===== src/rtl/sdcmd_pkg.sv =====
package sdcmd_pkg;
  typedef enum logic [2:0] {ST_IDLE, ST_SEND, ST_WAIT, ST_RECV, ST_CHECK} sdc_state_e;
  typedef enum logic [1:0] {RT_NONE = 2'b00, RT_SHORT_CRC = 2'b01,
                            RT_SHORT_RAW = 2'b10, RT_LONG = 2'b11} rtype_e;
  localparam logic [1:0] A_ARG = 2'd0;
  localparam logic [1:0] A_CMD = 2'd1;
  localparam logic [1:0] A_CLR = 2'd2;
  localparam int CW_GO   = 12;
  localparam int FL_CRC  = 0;
  localparam int FL_TMO  = 2;
  localparam int FL_REND = 6;
  localparam int FL_SENT = 7;
  localparam int FL_ACT  = 13;
  localparam int STAT_W  = 16;
endpackage


===== src/rtl/sdcmd_tick.sv =====
module sdcmd_tick #(
  parameter int DIV = 4
) (
  input  logic clk,
  input  logic rst_n,
  output logic tick
);
  localparam int CW = (DIV > 1) ? $clog2(DIV) : 1;
  localparam logic [CW-1:0] LAST = CW'(DIV - 1);
  logic [CW-1:0] cnt;

  always_ff @(posedge clk) begin
    if (!rst_n)           cnt <= '0;
    else if (cnt == LAST) cnt <= '0;
    else                  cnt <= cnt + 1'b1;
  end
  assign tick = (cnt == LAST);
endmodule


===== src/rtl/sdcmd_crc7.sv =====
module sdcmd_crc7 #(
  parameter logic [6:0] POLY = 7'h09
) (
  input  logic       clk,
  input  logic       rst_n,
  input  logic       clr,
  input  logic       en,
  input  logic       din,
  output logic [6:0] crc
);
  logic fb;
  assign fb = din ^ crc[6];

  always_ff @(posedge clk) begin
    if (!rst_n || clr) crc <= '0;
    else if (en)       crc <= {crc[5:0], 1'b0} ^ (fb ? POLY : 7'h00);
  end
endmodule


===== src/rtl/sdcmd_host.sv =====
module sdcmd_host
  import sdcmd_pkg::*;
#(
  parameter int DIV = 4,
  parameter int TMO = 64
) (
  input  logic              clk,
  input  logic              rst_n,
  input  logic              wr_en,
  input  logic [1:0]        wr_addr,
  input  logic [31:0]       wr_data,
  input  logic              cmd_in,
  output logic              cmd_out,
  output logic              cmd_oe,
  output logic              cclk_tick,
  output logic [STAT_W-1:0] stat,
  output logic [31:0]       rsp_w0,
  output logic [31:0]       rsp_w1,
  output logic [31:0]       rsp_w2,
  output logic [31:0]       rsp_w3
);
  localparam int TCW = (TMO > 1) ? $clog2(TMO) : 1;
  localparam logic [TCW-1:0] TMO_LAST = TCW'(TMO - 1);
  localparam logic [5:0] TX_BODY = 6'd40;
  localparam logic [5:0] TX_END  = 6'd48;
  localparam logic [7:0] RX_SHORT_LAST = 8'd47;
  localparam logic [7:0] RX_LONG_LAST  = 8'd135;

  sdc_state_e state;
  rtype_e     rt_q;
  logic [31:0]    arg_q;
  logic [39:0]    tx_sh;
  logic [5:0]     txcnt;
  logic [127:0]   rx_sh;
  logic [7:0]     rxcnt;
  logic [TCW-1:0] tcnt;
  logic fl_crc, fl_tmo, fl_rend, fl_sent;
  logic tick, wr_arg, wr_cmd, wr_clr, start, abort;
  logic [6:0] tx_crc, rx_crc;
  logic tx_bit, txc_en, rxc_en, rx_in_rng, crc_ok;
  logic [7:0] rx_idx, rx_last;
  logic set_sent, set_tmo, set_rend, set_crc;

  sdcmd_tick #(.DIV(DIV)) u_tick (.clk(clk), .rst_n(rst_n), .tick(tick));
  assign cclk_tick = tick;

  assign wr_arg = wr_en && (wr_addr == A_ARG);
  assign wr_cmd = wr_en && (wr_addr == A_CMD);
  assign wr_clr = wr_en && (wr_addr == A_CLR);
  assign start  = wr_cmd && wr_data[CW_GO] && (state == ST_IDLE);
  assign abort  = wr_cmd && !wr_data[CW_GO] && (state != ST_IDLE);

  // Transmit bit selection: body from shifter, then CRC, then end bit.
  always_comb begin
    if (txcnt < TX_BODY)    tx_bit = tx_sh[39];
    else if (txcnt < 6'd47) tx_bit = tx_crc[3'd6 - txcnt[2:0]];
    else                    tx_bit = 1'b1;
  end
  assign txc_en = tick && (state == ST_SEND) && (txcnt < TX_BODY);

  sdcmd_crc7 u_txcrc (.clk(clk), .rst_n(rst_n), .clr(start), .en(txc_en),
                      .din(tx_sh[39]), .crc(tx_crc));

  // Receive CRC window depends on answer length.
  assign rx_idx  = (state == ST_WAIT) ? 8'd0 : rxcnt;
  assign rx_last = (rt_q == RT_LONG) ? RX_LONG_LAST : RX_SHORT_LAST;
  assign rx_in_rng = (rt_q == RT_LONG) ? (rx_idx >= 8'd8 && rx_idx < 8'd128)
                                       : (rx_idx < 8'd40);
  assign rxc_en = tick && rx_in_rng &&
                  (((state == ST_WAIT) && !cmd_in) || (state == ST_RECV));

  sdcmd_crc7 u_rxcrc (.clk(clk), .rst_n(rst_n), .clr(start), .en(rxc_en),
                      .din(cmd_in), .crc(rx_crc));
  assign crc_ok = (rx_crc == rx_sh[7:1]);

  assign set_sent = !abort && tick && (state == ST_SEND) && (txcnt == TX_END) && (rt_q == RT_NONE);
  assign set_tmo  = !abort && tick && (state == ST_WAIT) && cmd_in && (tcnt == TMO_LAST);
  assign set_rend = !abort && (state == ST_CHECK) && ((rt_q == RT_SHORT_RAW) || crc_ok);
  assign set_crc  = !abort && (state == ST_CHECK) && (rt_q != RT_SHORT_RAW) && !crc_ok;

  always_ff @(posedge clk) begin
    if (!rst_n) begin
      state <= ST_IDLE;  rt_q <= RT_NONE;  arg_q <= '0;
      tx_sh <= '0;  txcnt <= '0;  rx_sh <= '0;  rxcnt <= '0;  tcnt <= '0;
      cmd_oe <= 1'b0;  cmd_out <= 1'b1;
      rsp_w0 <= '0;  rsp_w1 <= '0;  rsp_w2 <= '0;  rsp_w3 <= '0;
    end else begin
      if (wr_arg) arg_q <= wr_data;
      if (abort) begin
        state <= ST_IDLE;  cmd_oe <= 1'b0;  cmd_out <= 1'b1;
      end else begin
        unique case (state)
          ST_IDLE: if (start) begin
            state <= ST_SEND;
            rt_q  <= rtype_e'(wr_data[9:8]);
            tx_sh <= {2'b01, wr_data[5:0], arg_q};
            txcnt <= '0;
          end
          ST_SEND: if (tick) begin
            if (txcnt != TX_END) begin
              cmd_oe  <= 1'b1;
              cmd_out <= tx_bit;
              if (txcnt < TX_BODY) tx_sh <= {tx_sh[38:0], 1'b0};
              txcnt <= txcnt + 1'b1;
            end else begin
              cmd_oe  <= 1'b0;
              cmd_out <= 1'b1;
              tcnt    <= '0;
              state   <= (rt_q == RT_NONE) ? ST_IDLE : ST_WAIT;
            end
          end
          ST_WAIT: if (tick) begin
            if (!cmd_in) begin
              state <= ST_RECV;
              rxcnt <= 8'd1;
              rx_sh <= {rx_sh[126:0], 1'b0};
            end else if (tcnt == TMO_LAST) begin
              state <= ST_IDLE;
            end else begin
              tcnt <= tcnt + 1'b1;
            end
          end
          ST_RECV: if (tick) begin
            rx_sh <= {rx_sh[126:0], cmd_in};
            rxcnt <= rxcnt + 1'b1;
            if (rxcnt == rx_last) state <= ST_CHECK;
          end
          ST_CHECK: begin
            state <= ST_IDLE;
            if (rt_q == RT_LONG) begin
              rsp_w0 <= rx_sh[127:96];
              rsp_w1 <= rx_sh[95:64];
              rsp_w2 <= rx_sh[63:32];
              rsp_w3 <= {rx_sh[31:1], 1'b0};
            end else begin
              rsp_w0 <= rx_sh[39:8];
            end
          end
          default: state <= ST_IDLE;
        endcase
      end
    end
  end

  // Sticky flags: set wins over a same-cycle clear.
  always_ff @(posedge clk) begin
    if (!rst_n) begin
      fl_crc <= 1'b0;  fl_tmo <= 1'b0;  fl_rend <= 1'b0;  fl_sent <= 1'b0;
    end else begin
      fl_crc  <= (fl_crc  & ~(wr_clr & wr_data[FL_CRC]))  | set_crc;
      fl_tmo  <= (fl_tmo  & ~(wr_clr & wr_data[FL_TMO]))  | set_tmo;
      fl_rend <= (fl_rend & ~(wr_clr & wr_data[FL_REND])) | set_rend;
      fl_sent <= (fl_sent & ~(wr_clr & wr_data[FL_SENT])) | set_sent;
    end
  end

  always_comb begin
    stat          = '0;
    stat[FL_CRC]  = fl_crc;
    stat[FL_TMO]  = fl_tmo;
    stat[FL_REND] = fl_rend;
    stat[FL_SENT] = fl_sent;
    stat[FL_ACT]  = (state != ST_IDLE);
  end

  assert_start_low_R1: assert property (@(posedge clk) disable iff (!rst_n)
    $rose(cmd_oe) |-> !cmd_out);
  assert_oe_in_send_R10: assert property (@(posedge clk) disable iff (!rst_n)
    cmd_oe |-> (state == ST_SEND));
  assert_one_outcome_R2: assert property (@(posedge clk) disable iff (!rst_n)
    $onehot0({set_sent, set_tmo, set_rend, set_crc}));
  assert_clear_tmo_R9: assert property (@(posedge clk) disable iff (!rst_n)
    (wr_clr && wr_data[FL_TMO] && !set_tmo) |=> !stat[FL_TMO]);
  assert_abort_idle_R11: assert property (@(posedge clk) disable iff (!rst_n)
    abort |=> (!stat[FL_ACT] && !cmd_oe));
  assert_short_keeps_R8: assert property (@(posedge clk) disable iff (!rst_n)
    (state == ST_CHECK && rt_q != RT_LONG) |=> ($stable(rsp_w1) && $stable(rsp_w3)));
  assert_timeout_ends_R7: assert property (@(posedge clk) disable iff (!rst_n)
    set_tmo |=> (stat[FL_TMO] && !stat[FL_ACT]));
endmodule


===== config.mk =====
export PLATFORM = sky130hd
export DESIGN_NAME = sdcmd_host
export DESIGN_NICKNAME = d
export VERILOG_FILES = /design/src/rtl/sdcmd_pkg.sv /design/src/rtl/sdcmd_tick.sv /design/src/rtl/sdcmd_crc7.sv /design/src/rtl/sdcmd_host.sv
export SDC_FILE = /design/constraint.sdc
export NUM_CORES = 1
export LEC_CHECK = 0
export ABC_AREA = 1
export BUFFER_PORTS_ARGS = -buffer_cell sky130_fd_sc_hd__buf_2
export CAP_MARGIN = 20
export CORE_MARGIN = 3
export CORE_UTILIZATION = 62
export CTS_CLUSTER_DIAMETER = 150
export DETAILED_ROUTE_END_ITERATION = 12
export GPL_TIMING_DRIVEN = 0
export PLACE_DENSITY = 0.93
export SYNTH_ARGS = -nofsm -noshare
export SYNTH_HDL_FRONTEND = slang
export SYNTH_SLANG_ARGS = --single-unit
export TNS_END_PERCENT = 20

===== constraint.sdc =====
create_clock -name clk -period 4.3 [get_ports clk]
set_input_delay 0.215 -clock clk [delete_from_list [all_inputs] [get_ports clk]]
set_output_delay 0.215 -clock clk [all_outputs]
set_load 0.02 [all_outputs]

==> flow_summary.ini <==
[power_and_ir_drop]
ir_worst_vdd_mv = 0.410
power.switching_uw = 1860
comb_power_share_pct = 7.4
p_sw_share_pct = 24.5
leakage_uw = 0.00877
internal-power_uw = 5730
pwr-share-clk_pct = 44.8
power_density_nw_per_um2 = 433
seq_power_share_pct = 47.8

[worst_setup_path]
cp_top_family = simple AND/OR/NAND/NOR gates
crit_chain = nor2_2, nand2_2, nand2_4, nand3_2, nor2_4, inv_1, buf_2, buf_2, nor2_1, nor2_1
reg2reg_depth = 10
critical_path_class = reg2reg
rrSetupSlack_ps = 1920
arrival_ps = 2810
cp.buffers_inverters = 3
cp-end-kind = register
reg2reg_from = state[0]
cp.depth = 10
critPathMaxStageDelay_ps = 390
critPathRequiredTime_ps = 4720
critPathMaxFanout = 10
critPathLaunchType = register
reg2reg_to = rsp_w3[10]
crit_slowest_cell = dfxtp_1

[timing]
slew_headroom_pct = 41.2
worst-slew-pin-transition_ps = 883
period_share_pct = 55.4
fmax_mhz = 419
rsz0062_at_grt = false
hold_viol = 0
min_period_ps = 2380
slew_violations = 0
setup_violations = 0
fin_tns_setup_ps = 0
clock_skew_ps = 15.5

[synth]
async_flop_share_pct = 0
synth.distinct_cells = 34
synth_cells = 1988
synth.cell_area_sq_um = 14700
synth_top_area_share_pct = 51.0
synth_enable_flop_cells = 0
synth_flop_cell = dfxtp_1
ys_warn_count = 0
yosys.area.top_type = dfxtp_1
synth-seq-area-share_pct = 51.0
synthTopCellsByArea = dfxtp_1 51%, nor2_1 16%, o21ai_0 11%, nand2_1 7.1%, clkbuf_1 2.2%
avgSynthCellArea_sq_um = 7.38
ys_ff_latch = 374

[detailed_routing]
drt_wl_total_microns = 42000
drt_iter0_markers = 1598
drt_pass1_iterations = 7
via_count = 14700
wl_per_cell_microns = 16.3
postRouteAntennaNets = 0
routed_via_density = 5.68
drc = 0

[die]
die_w_microns = 160
io-pin-count = 185
start_util_pct = 64.0
rows = 55
dieArea_sq_um = 25600
fp.dieH_microns = 160
core_area_sq_um = 22900

[placement]
place_inst = 2483
port_buffers = 171
hpwl_microns = 27400
globalplace.congestion = 0.928

[final_layout]
layout.cells.most_common_list = 614 x nor2_1, 374 x dfxtp_1, 314 x o21ai_0, 276 x nand2_1, 199 x buf_2
nNetsFinal = 2281
drive_above_1_share_pct = 13.1
fin_cells = 2580
final_common_cell = nor2_1
area_growth_pct = 19.5
n_fill_cell = 1514

[grt]
grt_max_degree = 16
antenna_found_initial = 1
grt_pass1_wl_microns = 67900
grt.overflow.total = 0
track_usage_pct = 31.5
grt_pass1_vias = 14100

[outcome]
status = completed

[clock_tree]
htree_levels = 2
postCtsSetupBuffers = 0
post_cts_resize_count = 0
clk_latency_ps = 530
clk_pin_slew_ps = 70
cts.sinks = 374
cts-root-buf = clkbuf_16
hold_buffers = 29
clk_path_buf_depth = 3
cts_tree = built
cts_buffers = 37

[worst_hold_path]
holdCritStartpoint = cmd_in
hold_path.class = in2reg
holdPathStages = 3
min_to = rx_sh[0]

[run]
drv_cap = 0
metrics by stage:
step           setup slack [ps]  hold slack, ps  area [sq um]  power (uW)  util, %
3_5_place_dp               2020             441         16000        4220     69.7
2_1_floorplan              2550             350         14700        4060        -
6_report                   1920            11.5         17500        7590     76.5
5_1_grt                    1810            28.0         17500        7800     76.5
4_1_cts                    2000            4.81         17500        7580     76.5
3_3_place_gp               2070             417         16000        4190     69.7
cell usage after synthesis (2+ instances only):
master and number:
a211oi_1 3, a21oi_1 44, buf_1 4, buf_2 28, buf_4 17, buf_6 3, clkbuf_1 87, clkinv_1 3
dfxtp_1 374, ha_1 5, inv_1 51, inv_2 4, nand2_1 276, nand2_2 2, nand3_1 64, nand3_2 2
nand4_1 13, nor2_1 614, nor2_2 4, nor2_4 3, nor3_1 5, o211a_1 32, o21ai_0 314, o21ai_1 10
or2_2 2, xnor2_1 5, xor2_1 12
layout make-up:
type | count | area, sq um | share of cell area (%)
Inverter | 58 | 218 | 1.24
Tap cell | 313 | 392 | 2.23
Clock inverter | 15 | 214 | 1.22
Multi-Input combinational cell | 1428 | 6370 | 36.3
Antenna cell | 1 | 2.50 | 0.0143
Buffer | 139 | 643 | 3.67
Sequential cell | 374 | 7490 | 42.7
Timing Repair Buffer | 200 | 1150 | 6.54
Clock buffer | 52 | 1060 | 6.07
registers in the layout, indices dropped and copies added, names as in the netlist:
| register | flops |
|---|---|
| rt_q | 2 |
| u_rxcrc.crc | 7 |
| rx_sh | 128 |
| state | 3 |
| u_txcrc.crc | 7 |
| rxcnt | 8 |
| txcnt | 6 |
| arg_q | 32 |
| fl_crc | 1 |
| u_tick.cnt | 2 |
| rsp_w2 | 32 |
| fl_tmo | 1 |
| tcnt | 6 |
| rsp_w1 | 32 |
| tx_sh | 40 |
| cmd_out | 1 |
| fl_rend | 1 |
| rsp_w3 | 31 |
| cmd_oe | 1 |
| rsp_w0 | 32 |
| fl_sent | 1 |
logic make-up after synthesis:
family | count (synthesis) | synth area share [%]
flip-flops | 374 | 51.0
XOR/XNOR | 17 | 1.01
buffers and inverters | 197 | 5.87
AO/OA/AOI/OAI | 405 | 15.0
adder cells (fa/ha/maj) | 5 | 0.426
other | 1 | 0.0256
AND/OR/NAND/NOR | 989 | 26.7
metal layers:
layer,GRT usage [%],routed length [microns]
met2,54.2,20100
met1,38.1,15900
met4,14.3,1730
met3,6.64,4190
met5,0,0
worst min-delay path: cells and delay by family:
kind,cells,cell delay (ps)
buf+inv,1,140
simple gates,1,90
compound gates,1,50
worst max-delay path by stage:
stage / end / start / slack (ps)
floorplan: rx_sh[40] / state[2] / 2550
global placement: arg_q[28] / rst_n / 2070
detailed placement: arg_q[30] / rst_n / 2020
CTS: rsp_w3[9] / state[2] / 2000
global route: rsp_w3[10] / state[0] / 1810
finish: rsp_w3[10] / state[0] / 1920
power groups by stage:
stage,clock network [uW],registers (uW),logic (uW)
after floorplan,0,3690,379
after global placement,0,3700,497
after detailed placement,0,3700,517
after CTS,3400,3630,546
after global routing,3530,3640,631
final,3400,3630,562
Power figures use the tool's default switching activity.
